--- config.mk ---
export PLATFORM = sky130hd
export DESIGN_NAME = wom_store
export DESIGN_NICKNAME = d
export VERILOG_FILES = /design/src/rtl/wom_store.sv
export SDC_FILE = /design/constraint.sdc
export NUM_CORES = 1
export LEC_CHECK = 0
export ABC_AREA = 0
export BUFFER_PORTS_ARGS = -buffer_cell sky130_fd_sc_hd__clkbuf_2
export CAP_MARGIN = 25
export CORE_AREA = 2 2 87 105
export DETAILED_ROUTE_END_ITERATION = 12
export DIE_AREA = 0 0 89 107
export GPL_TIMING_DRIVEN = 0
export MAX_ROUTING_LAYER = met4
export PLACE_DENSITY = 0.54
export SLEW_MARGIN = 0
export SYNTH_ARGS = -nofsm -noshare
export SYNTH_HDL_FRONTEND = slang
export SYNTH_SLANG_ARGS = --single-unit
--- constraint.sdc ---
create_clock -name clk -period 2.6 [get_ports clk]
set_clock_uncertainty 0.05 [all_clocks]
set_input_delay 0.13 -clock clk [delete_from_list [all_inputs] [get_ports clk]]
set_output_delay 0.13 -clock clk [all_outputs]
set_load 0.02 [all_outputs]
--- src/rtl/wom_store.sv ---
module wom_store #(
  parameter int LOCS = 8,
  localparam int AW = (LOCS > 1) ? $clog2(LOCS) : 1
) (
  input  logic          clk,
  input  logic          rst_n,
  input  logic          wr_en,
  input  logic [AW-1:0] wr_addr,
  input  logic [1:0]    wr_data,
  input  logic          ers_en,
  input  logic [AW-1:0] ers_addr,
  input  logic [AW-1:0] rd_addr,
  output logic [1:0]    rd_data,
  output logic [2:0]    rd_pattern,
  output logic          rd_gen,
  output logic          rd_stale,
  output logic          erase_needed
);

  function automatic logic [2:0] first_code(input logic [1:0] d);
    case (d)
      2'd1:    first_code = 3'b001;
      2'd2:    first_code = 3'b010;
      2'd3:    first_code = 3'b100;
      default: first_code = 3'b000;
    endcase
  endfunction

  function automatic logic [1:0] decode(input logic [2:0] p);
    logic [2:0] q;
    q = ($countones(p) > 1) ? ~p : p;
    case (q)
      3'b001:  decode = 2'd1;
      3'b010:  decode = 2'd2;
      3'b100:  decode = 2'd3;
      default: decode = 2'd0;
    endcase
  endfunction

  logic [2:0] pat_q   [LOCS];
  logic       gen_q   [LOCS];
  logic       stale_q [LOCS];

  logic [2:0] cur_pat, nxt_pat;
  logic       cur_gen, collide, differ, wr_go, wr_apply, wr_block;

  assign cur_pat  = pat_q[wr_addr];
  assign cur_gen  = gen_q[wr_addr];
  assign collide  = ers_en && (ers_addr == wr_addr);
  assign wr_go    = wr_en && !collide;
  assign differ   = wr_data != decode(cur_pat);
  assign wr_apply = wr_go && differ && !cur_gen;
  assign wr_block = wr_go && differ && cur_gen;
  assign nxt_pat  = (cur_pat == 3'b000) ? first_code(wr_data) : ~first_code(wr_data);

  always_ff @(posedge clk or negedge rst_n) begin
    if (!rst_n) begin
      for (int i = 0; i < LOCS; i++) begin
        pat_q[i]   <= 3'b000;
        gen_q[i]   <= 1'b0;
        stale_q[i] <= 1'b0;
      end
      erase_needed <= 1'b0;
    end else begin
      erase_needed <= wr_block;
      if (wr_apply) begin
        pat_q[wr_addr] <= nxt_pat;
        gen_q[wr_addr] <= (cur_pat != 3'b000);
      end
      if (wr_block) stale_q[wr_addr] <= 1'b1;
      if (ers_en) begin
        pat_q[ers_addr]   <= 3'b000;
        gen_q[ers_addr]   <= 1'b0;
        stale_q[ers_addr] <= 1'b0;
      end
    end
  end

  assign rd_pattern = pat_q[rd_addr];
  assign rd_data    = decode(rd_pattern);
  assign rd_gen     = gen_q[rd_addr];
  assign rd_stale   = stale_q[rd_addr];

endmodule


==> results of run 1 <==
[Yosys cell counts, types with 3 or more instances]
library cell	number	area (um2)
nand2_1	47	176
dfrtp_1	41	1030
mux2i_1	39	390
mux4_2	12	270
inv_1	9	33.8
nor2_1	9	33.8
o21ai_0	9	45.0
a21oi_1	8	40.0
mux2_2	8	90.1
nand3_1	8	40.0
nor2b_1	8	50.1
o21ai_1	8	40.0
nor3_1	7	35.0
nand4_4	6	128
xnor2_1	5	43.8
a32o_1	4	40.0
a31oi_1	3	18.8
buf_2	3	15.0
buf_6	3	33.8
nand2b_1	3	18.8
nand3_4	3	52.6
[layout make-up]
class,count,area share (%)
buffer,12,2.56
sequential,41,28.3
multi-input combinational,215,54.0
clock inverter,3,0.483
timing repair buffer,39,7.70
inverter,9,1.00
tap,117,4.04
clock buffer,5,1.90
[kinds of logic (layout without fill, tap and decap cells)]
family / after synthesis / in the layout / synth area share, %
buf+inv: 21 / 68 / 3.87
fa+ha+maj: 2 / 2 / 0.861
simple gates: 100 / 100 / 20.6
flops: 41 / 41 / 35.3
compound gates: 47 / 47 / 11.4
mux: 60 / 60 / 26.2
xor+xnor: 6 / 6 / 1.81
[power by group through the flow]
stage | clock (mW) | sequential [mW] | combinational, mW
finish | 0.424 | 1.11 | 1.89
global route | 0.464 | 1.14 | 2.05
CTS | 0.433 | 1.10 | 1.74
detailed placement | 0 | 1.14 | 1.45
global placement | 0 | 1.13 | 1.41
floorplan | 0 | 1.07 | 1.12
[path summary, 6_finish.rpt]
kind | start | endpoint | slack, ps | cells past startpoint
max in group asynchronous | rst_n | pat_q[10] | 1810 | 3
hold / removal | rst_n | gen_q[0] | 200 | 2
setup reg to reg | pat_q[15] | stale_q[7] | -240 | 12
setup / recovery | pat_q[15] | stale_q[7] | -240 | 12
min in group clk | wr_addr[0] | stale_q[3] | 240 | 3
hold reg to reg | stale_q[2] | stale_q[2] | 460 | 1
[state kept, by name, summed over array words and instances, names as in the netlist]
signal	count
pat_q	24
gen_q	8
stale_q	8
erase_needed	1
[metrics by stage]
step / instance area, um2 / utilization (%) / worst slack, ps / total power, mW
global route: 3620 / 42.5 / -379 / 3.66
detailed placement: 3190 / 37.4 / -596 / 2.58
floorplan: 2940 / - / -33.9 / 2.18
global placement: 3170 / 37.2 / -642 / 2.54
finish: 3620 / 42.5 / -236 / 3.42
CTS: 3500 / 41.1 / -193 / 3.27
[worst max-delay path: stages, from the launching register on]
cell      delay [ps]
dfrtp_1          400
nor2b_1          140
o21ai_1          170
a21o_1           180
nand2_2           90
ha_4             310
a21oi_4           80
or4_4            440
o311ai_4          80
a311oi_2         130
buf_4            180
and3b_2          240
a32o_1           250
[metal layers]
layer / part of all wire, % / routed length [um] / global-route usage, %
met1: 43 / 3610 / 25.5
met2: 52 / 4370 / 31.9
met3: 2.6 / 218 / 2.46
met4: 1.5 / 127 / 4.48
met5: 0 / 0 / -
[repair_timing]
action	CTS	global route
cloned	1	0
setup buffers	16	3
endpoints found under the hold margin	23	0
hold buffers	1	0
endpoints found under the setup margin	41	42
gates resized for setup	23	26
pin swaps	6	4
==> results.ini, run 1 <==
[worst_setup_path]
path_max_fanout = 4
critPathKind = reg -> reg
worstSetupEndpointType = flip-flop
cp_data_arrival_time_ps = 2980
worst_setup_path_start_kind = flip-flop
worstPathRequired_ps = 2740

[drt]
ant_nets = 0
post_drt_wl_per_cell_um = 18.9
routed_wl_mm = 8.32
drc = 0
drt_iter0_markers = 116
via_count = 2399
viasPerCell = 5.44
dr.pass1.iters = 4

[power_and_ir_drop]
p_sw_mw = 1.44
pwr-share-seq_pct = 32.4
p_per_area_nw_per_um2 = 943
intPower_mw = 1.97
switching_share_pct = 42.3
p_comb_share_pct = 55.2
ir_drop_v = 0.000235
p_clk_share_pct = 12.4
leakagePower_nw = 1.67

[cells_and_area]
num-fill-cells = 874
nets = 340
final_cell_mix = nand2_1, dfrtp_1, mux2i_1
layout.cells.non_filler = 441
syn_to_final_growth_pct = 24.7
regArea_um2 = 1030
multi_input_area_um2 = 1960
antenna_cells = 0
drive_above_1_share_pct = 37.0
final_common_cell = nand2_1

[sta]
fin_ws_ps = -236
setup_violations = 41
drv_slew = 0
whs_ps = 204
fmax_ghz = 0.353
tns_ps = -6770
tightest_slew_ps = 718
hold_viol_final = 0
rsz0062_at_grt = true
fin_crit_ps = 2840
maxSlewHeadroom_pct = 52.1
fin_crit_sh_pct = 109

[clock_tree]
clk_root_buffer_cell = clkbuf_8
numCtsBuffers = 5
cts_tree = done
path_clk_slew_ps = 90
clock_sinks = 41
clk_latency_ps = 300
cts-htree-levels = 2
cts.path.max_buffers = 2

[flow_run]
maxCapViolations = 0

[place]
port_buffers = 17
place_inst = 412
gp_congestion = 0.860
dpl.hpwl_mm = 6.03

[floorplanning]
boundaryPins = 23
start_util_pct = 34.1
coreArea_um2 = 8520
die_width_um = 89
num_rows = 37
die_area_um2 = 9520
die_h_um = 107

[yosys]
syn_area_um2 = 2910
synthCells = 277
yosysWarnings = 0
synth_seq_cells = 41
avgSynthCellArea_um2 = 10.5
synth-edff-count = 0
ys_async_sr_fraction_pct = 100
synth_ff_type = dfrtp_1
ys_seq_area_share_pct = 35.3
synth_fp_nets = 294
synth_cell_type_count = 48

[status]
outcome = complete, but fails checks
violations = negative setup slack

[hold_path]
hp-class = in -> async

[global_routing]
overflow = 0
grt_pass1_wl_mm = 13.6
grt_pass1_vias = 2453
grt_max_degree = 31
antenna_found_initial = 0
grt_usage_pct = 19.4

(Power assumes the default switching activity.)
==> run 2: changes to the inputs <==
--- a/config.mk
+++ b/config.mk
@@ -7,13 +7,12 @@
 export LEC_CHECK = 0
 export ABC_AREA = 0
 export BUFFER_PORTS_ARGS = -buffer_cell sky130_fd_sc_hd__clkbuf_2
-export CAP_MARGIN = 25
-export CORE_AREA = 2 2 87 105
+export CORE_AREA = 2 2 70 85
 export DETAILED_ROUTE_END_ITERATION = 12
-export DIE_AREA = 0 0 89 107
+export DIE_AREA = 0 0 72 87
 export GPL_TIMING_DRIVEN = 0
 export MAX_ROUTING_LAYER = met4
-export PLACE_DENSITY = 0.54
+export PLACE_DENSITY = 0.77
 export SLEW_MARGIN = 0
 export SYNTH_ARGS = -nofsm -noshare
 export SYNTH_HDL_FRONTEND = slang
==> run 2 against run 1 <==
Effect of this change:
- the flow still finishes with violations (negative setup slack)
- final area fell by 3.5%
- clock power rose by 29%
- via count rose by 4.0%
- largest power group unchanged
==> results.ini, run 2 (synthesis results as in run 1) <==
[sta]
tns_ps = -7580  ; was -6770 ps
maxSlewHeadroom_pct = 29.2  ; was 52.1%
fin_crit_ps = 2850  ; was 2840 ps
fin_crit_sh_pct = 110  ; was 109%
fin_ws_ps = -250  ; was -236 ps
hold_viol_final = 0  ; unchanged
drv_slew = 0  ; unchanged
fmax_ghz = 0.351  ; was 0.353 GHz
setup_violations = 41  ; unchanged
rsz0062_at_grt = true  ; unchanged
tightest_slew_ps = 1060  ; was 718 ps

[worst_setup_path]
worstSetupEndpointType = flip-flop  ; unchanged
critPathKind = reg -> reg  ; unchanged
critical_path.top_delay_family = multiplexers  ; was simple AND/OR/NAND/NOR gates
cp_slowest_cell = mux4_2  ; was or4_4
worstPathRequired_ps = 2700  ; was 2740 ps
path_cells = mux2_4, mux4_2, buf_6, nand2_1, a31oi_1, a2111oi_2, a221o_1, buf_8, nand4_4, mux2i_1  ; was nor2b_1, o21ai_1, a21o_1, nand2_2, ha_4, a21oi_4, or4_4, o311ai_4, a311oi_2, buf_4, and3b_2, a32o_1
worst_setup_path_start_kind = flip-flop  ; unchanged
crit_buf_inv = 2  ; was 1
cp_data_arrival_time_ps = 2950  ; was 2980 ps
critPathMaxStageDelay_ps = 530  ; was 440 ps
path_max_fanout = 10  ; was 4

[hold_path]
hp-class = in -> reg  ; was in -> async

[global_routing]
antenna_found_initial = 0  ; unchanged
grt_pass1_wl_mm = 12.2  ; was 13.6 mm
grt_max_degree = 42  ; was 31
grt_usage_pct = 26.3  ; was 19.4%
overflow = 0  ; unchanged
grt_pass1_vias = 2398  ; was 2453

[cells_and_area]
layout.cells.non_filler = 386  ; was 441
num-fill-cells = 427  ; was 874
antenna_cells = 0  ; unchanged
nets = 338  ; was 340
top_regs = pat_q: 24 flops, gen_q: 8 flops, stale_q: 8 flops  ; unchanged
final_cell_area_um2 = 3500  ; was 3620 um2
final_cell_mix = nand2_1, dfrtp_1, mux2i_1  ; unchanged
fin_util_pct = 63.4  ; was 42.5%
final_common_cell = nand2_1  ; unchanged
drive_above_1_share_pct = 33.5  ; was 37.0%
regMostFlops = pat_q  ; unchanged
largest_reg_flops = 24  ; unchanged
syn_to_final_growth_pct = 20.4  ; was 24.7%

[floorplanning]
start_util_pct = 52.7  ; was 34.1%
coreArea_um2 = 5520  ; was 8520 um2
die_width_um = 72  ; was 89 um
die_area_um2 = 6260  ; was 9520 um2
num_rows = 30  ; was 37
die_h_um = 87  ; was 107 um
boundaryPins = 23  ; unchanged

[place]
placed_area_um2 = 3100  ; was 3190 um2
port_buffers = 17  ; unchanged
place_inst = 358  ; was 412
dpl.hpwl_mm = 5.44  ; was 6.03 mm
gp_congestion = 0.906  ; was 0.860

[status]
outcome = complete, but fails checks  ; unchanged
violations = negative setup slack  ; unchanged

[clock_tree]
clock_sinks = 41  ; unchanged
cts_tree = done  ; unchanged
cts.path.max_buffers = 2  ; unchanged
clk_root_buffer_cell = clkbuf_8  ; unchanged
cts-htree-levels = 2  ; unchanged
clk_latency_ps = 310  ; was 300 ps
numCtsBuffers = 5  ; unchanged
path_clk_slew_ps = 80  ; was 90 ps

[drt]
drt_iter0_markers = 266  ; was 116
routed_wl_mm = 7.83  ; was 8.32 mm
ant_nets = 0  ; unchanged
dr.pass1.iters = 5  ; was 4
via_count = 2494  ; was 2399
viasPerCell = 6.46  ; was 5.44
post_drt_wl_per_cell_um = 20.3  ; was 18.9 um
drc = 0  ; unchanged

[power_and_ir_drop]
leakagePower_nw = 1.65  ; was 1.67 nW
p_total_mw = 3.47  ; was 3.42 mW
p_per_area_nw_per_um2 = 993  ; was 943 nW/um2
ir_drop_v = 0.000428  ; was 0.000235 V

[flow_run]
maxCapViolations = 0  ; unchanged

run 2: changes by cell type in the layout (fill, tap and decap cells not counted), sizes merged:
cell      before  now
buf           32   30
bufinv         0    1
clkbuf        23   25
clkinv         2    0
clkinvlp       1    0
run 2: metrics by stage:
step,hold slack [ps],setup slack (ps)
2_1_floorplan,-216,-33.9
4_1_cts,241,-227
5_1_grt,265,-329
3_3_place_gp,289,-544
6_report,242,-250
3_5_place_dp,311,-587
run 2: layout make-up:
type / count / area (um2) / area share [%]
Tap cell: 64 / 80.1 / 2.29
Sequential cell: 41 / 1030 / 29.3
Timing Repair Buffer: 37 / 248 / 7.08
Clock buffer: 7 / 86.3 / 2.47
Multi-Input combinational cell: 215 / 1910 / 54.5
Clock inverter: 1 / 30.0 / 0.858
Buffer: 12 / 83.8 / 2.40
Inverter: 9 / 36.3 / 1.04
run 2: worst reg2reg max path, delay by kind of cell (launching register included):
family / cells / cell delay, ps
AO/OA/AOI/OAI: 3 / 610
multiplexers: 3 / 980
flip-flops: 1 / 440
buffers and inverters: 2 / 380
AND/OR/NAND/NOR: 2 / 240
run 2: worst paths after layout:
path	slack, ps	from	cells after the start	end
worst max-delay path	-250	pat_q[10]	10	pat_q[16]
worst min-delay path	240	wr_addr[0]	3	stale_q[3]
worst max register to register	-250	pat_q[10]	10	pat_q[16]
worst min register to register	440	stale_q[5]	2	stale_q[5]
max in group asynchronous	1350	rst_n	2	pat_q[6]
min in group asynchronous	500	rst_n	2	stale_q[4]
run 2: power breakdown:
group          internal [mW]  switching, mW
sequential             0.904          0.228
combinational          0.838          0.957
clock                  0.313          0.235
total                   2.06           1.42
run 2: routing by layer:
metal / up-vias / track usage (%) / wire [um]
met2: 91 / 43.4 / 4010
met1: 1271 / 33.4 / 3320
met4: 0 / 8.75 / 127
met5: - / - / 0
li1: 1118 / - / -
met3: 14 / 3.94 / 372
run 2: what timing repair did:
item | in CTS | in global routing
endpoints found under the hold margin | 33 | 0
setup buffers | 11 | 7
gates cloned | 1 | 0
hold buffers | 1 | 0
endpoints found under the setup margin | 42 | 42
pin swaps | 9 | 6
resized for setup | 21 | 15
==> run 3: changes to the inputs <==
--- a/config.mk
+++ b/config.mk
@@ -11,7 +11,6 @@
 export DETAILED_ROUTE_END_ITERATION = 12
 export DIE_AREA = 0 0 72 87
 export GPL_TIMING_DRIVEN = 0
-export MAX_ROUTING_LAYER = met4
 export PLACE_DENSITY = 0.77
 export SLEW_MARGIN = 0
 export SYNTH_ARGS = -nofsm -noshare
==> run 3 against run 2 <==
Effect of this change:
- the flow still finishes with violations (negative setup slack)
- sequential cell count unchanged
- combinational power about the same
- fmax about the same
- cell count unchanged
- register-to-register slack about the same
- clock power decreased by 1%
- power about the same
- clock-buffer cell count unchanged
- first-iteration DRC count decreased by 7.9%
- utilization unchanged
- critical path type unchanged
- highest routed layer unchanged
==> results.ini, run 3 (synthesis results as in run 1) <==
[floorplanning]
start_util_pct = 52.7  ; unchanged
coreArea_um2 = 5520  ; unchanged
die_width_um = 72  ; unchanged
boundaryPins = 23  ; unchanged
die_h_um = 87  ; unchanged
num_rows = 30  ; unchanged
die_area_um2 = 6260  ; unchanged

[clock_tree]
cts.path.max_buffers = 2  ; unchanged
cts-htree-levels = 2  ; unchanged
numCtsBuffers = 5  ; unchanged
clk_latency_ps = 300  ; was 310 ps
cts_tree = done  ; unchanged
path_clk_slew_ps = 80  ; about the same
clock_sinks = 41  ; unchanged
clk_root_buffer_cell = clkbuf_8  ; unchanged

[cells_and_area]
drive_above_1_share_pct = 33.5  ; unchanged
final_common_cell = nand2_1  ; unchanged
syn_to_final_growth_pct = 20.4  ; unchanged
top_regs = pat_q: 24 flops, gen_q: 8 flops, stale_q: 8 flops  ; unchanged
nets = 338  ; unchanged
layout.cells.non_filler = 386  ; unchanged
fin_util_pct = 63.4  ; unchanged
num-fill-cells = 427  ; unchanged
final_cell_mix = nand2_1, dfrtp_1, mux2i_1  ; unchanged
regMostFlops = pat_q  ; unchanged
antenna_cells = 0  ; unchanged
largest_reg_flops = 24  ; unchanged
final_cell_area_um2 = 3500  ; unchanged

[global_routing]
overflow = 0  ; unchanged
met2_usage_pct = 43.3  ; was 43.4%
busiest_layer = met2  ; unchanged
grt_pass1_vias = 2391  ; was 2398
grtUsageMet1_pct = 33.5  ; was 33.4%
use_met3_pct = 3.94  ; unchanged
grt_usage_pct = 25.6  ; was 26.3%
grt_max_degree = 42  ; unchanged
antenna_found_initial = 0  ; unchanged
grt_pass1_wl_mm = 12.2  ; about the same

[hold_path]
hold_end = stale_q[3]  ; unchanged
hp-class = in -> reg  ; unchanged
hold_start = wr_addr[0]  ; unchanged
holdPathStages = 3  ; unchanged

[worst_setup_path]
worstPathRequired_ps = 2690  ; was 2700 ps
cp_data_arrival_time_ps = 2940  ; was 2950 ps
path_max_fanout = 10  ; unchanged
reg2reg_from = pat_q[10]  ; unchanged
critPathMaxStageDelay_ps = 530  ; about the same
path_cells = mux2_4, mux4_2, buf_6, nand2_1, a31oi_1, a2111oi_2, a221o_1, buf_8, nand4_4, mux2i_1  ; unchanged
r2r_setup_slack_ps = -250  ; about the same
worst_setup_path_start_kind = flip-flop  ; unchanged
cp_slowest_cell = mux4_2  ; unchanged
worstSetupStartpoint = pat_q[10]  ; unchanged
critPathKind = reg -> reg  ; unchanged
worstSetupEndpointType = flip-flop  ; unchanged
ff2ff_path_depth = 10  ; unchanged
r2r-end = pat_q[23]  ; was pat_q[16]

[sta]
tns_ps = -7670  ; was -7580 ps
hold_viol_final = 0  ; unchanged
tightest_slew_ps = 1050  ; was 1060 ps
maxSlewHeadroom_pct = 29.7  ; was 29.2%
fmax_ghz = 0.351  ; about the same
whs_ps = 248  ; was 242 ps
fin_crit_sh_pct = 110  ; about the same
rsz0062_at_grt = true  ; unchanged
setup_violations = 41  ; unchanged
fin_ws_ps = -251  ; was -250 ps
fin_crit_ps = 2850  ; about the same
drv_slew = 0  ; unchanged

[power_and_ir_drop]
leakagePower_nw = 1.65  ; unchanged
p_comb_share_pct = 51.8  ; was 51.6%
p_clk_share_pct = 15.6  ; was 15.8%
switching_share_pct = 40.8  ; was 40.9%
pwr-share-seq_pct = 32.6  ; about the same
p_sw_mw = 1.42  ; about the same
ir_drop_v = 0.000424  ; was 0.000428 V
p_per_area_nw_per_um2 = 993  ; about the same
intPower_mw = 2.06  ; about the same

[drt]
routed_wl_mm = 7.84  ; was 7.83 mm
post_drt_wl_per_cell_um = 20.3  ; about the same
ant_nets = 0  ; unchanged
viasPerCell = 6.49  ; was 6.46
drt_iter0_markers = 245  ; was 266
via_count = 2505  ; was 2494
drc = 0  ; unchanged
dr.pass1.iters = 5  ; unchanged

[status]
outcome = complete, but fails checks  ; unchanged
violations = negative setup slack  ; unchanged

[place]
dpl.hpwl_mm = 5.44  ; unchanged
place_inst = 358  ; unchanged
gp_congestion = 0.891  ; was 0.906
port_buffers = 17  ; unchanged
placed_area_um2 = 3100  ; unchanged

[flow_run]
maxCapViolations = 0  ; unchanged

==> run 3: cell counts in the layout (fill, tap and decap cells not counted) <==
Identical to the previous run, type by type.
==> run 3: worst max-delay path: cells and delay by family (launching register included) <==
family                 cells  cell delay, ps
and+or+nand+nor            2             220
buffers and inverters      2             380
muxes                      3             980
DFF                        1             440
AOI/OAI and AO/OA          3             600
==> run 3: per-layer routing <==
metal  vias to the layer above  wire (um)  part of all wire, %
met5                         -          0                    0
met2                       105       3980                   51
met1                      1265       3260                   42
met4                         0        153                  2.0
met3                        19        447                  5.7
li1                       1116          -                    -
==> run 3: worst max path at each step <==
stage                     depth (start not counted)    endpoint
final                                            10   pat_q[23]
after global routing                             10   pat_q[15]
after CTS                                        12    pat_q[7]
after detailed placement                         13   pat_q[23]
after global placement                           13   pat_q[15]
after floorplan                                  11  stale_q[2]
==> run 3: through the flow <==
step / setup WS (ps) / power (mW)
finish: -251 / 3.47
global route: -329 / 3.66
CTS: -227 / 3.28
detailed placement: -587 / 2.57
global placement: -544 / 2.51
floorplan: -33.9 / 2.18
==> run 3: power by group through the flow <==
| stage | clock network (mW) | registers, mW | logic (mW) |
|---|---|---|---|
| 2_1_floorplan | 0 | 1.07 | 1.12 |
| 3_5_place_dp | 0 | 1.14 | 1.43 |
| 5_1_grt | 0.578 | 1.15 | 1.93 |
| 3_3_place_gp | 0 | 1.13 | 1.38 |
| 4_1_cts | 0.543 | 1.12 | 1.62 |
| 6_report | 0.541 | 1.13 | 1.80 |
==> run 3: timing repair <==
item                                    in CTS  in global routing
buffers inserted                            11                  7
pin swaps                                    9                  6
endpoints found under the hold margin       33                  0
hold buffers                                 1                  0
endpoints found under the setup margin      42                 42
cloned                                       1                  0
resized for setup                           21                 15
==> run 3: cell type report <==
type	instances	area, um2	share of cell area [%]
Multi-Input combinational cell	215	1910	54.5
Timing Repair Buffer	37	248	7.08
Clock inverter	1	30.0	0.858
Clock buffer	7	86.3	2.47
Sequential cell	41	1030	29.3
Inverter	9	36.3	1.04
Buffer	12	83.8	2.40
Tap cell	64	80.1	2.29
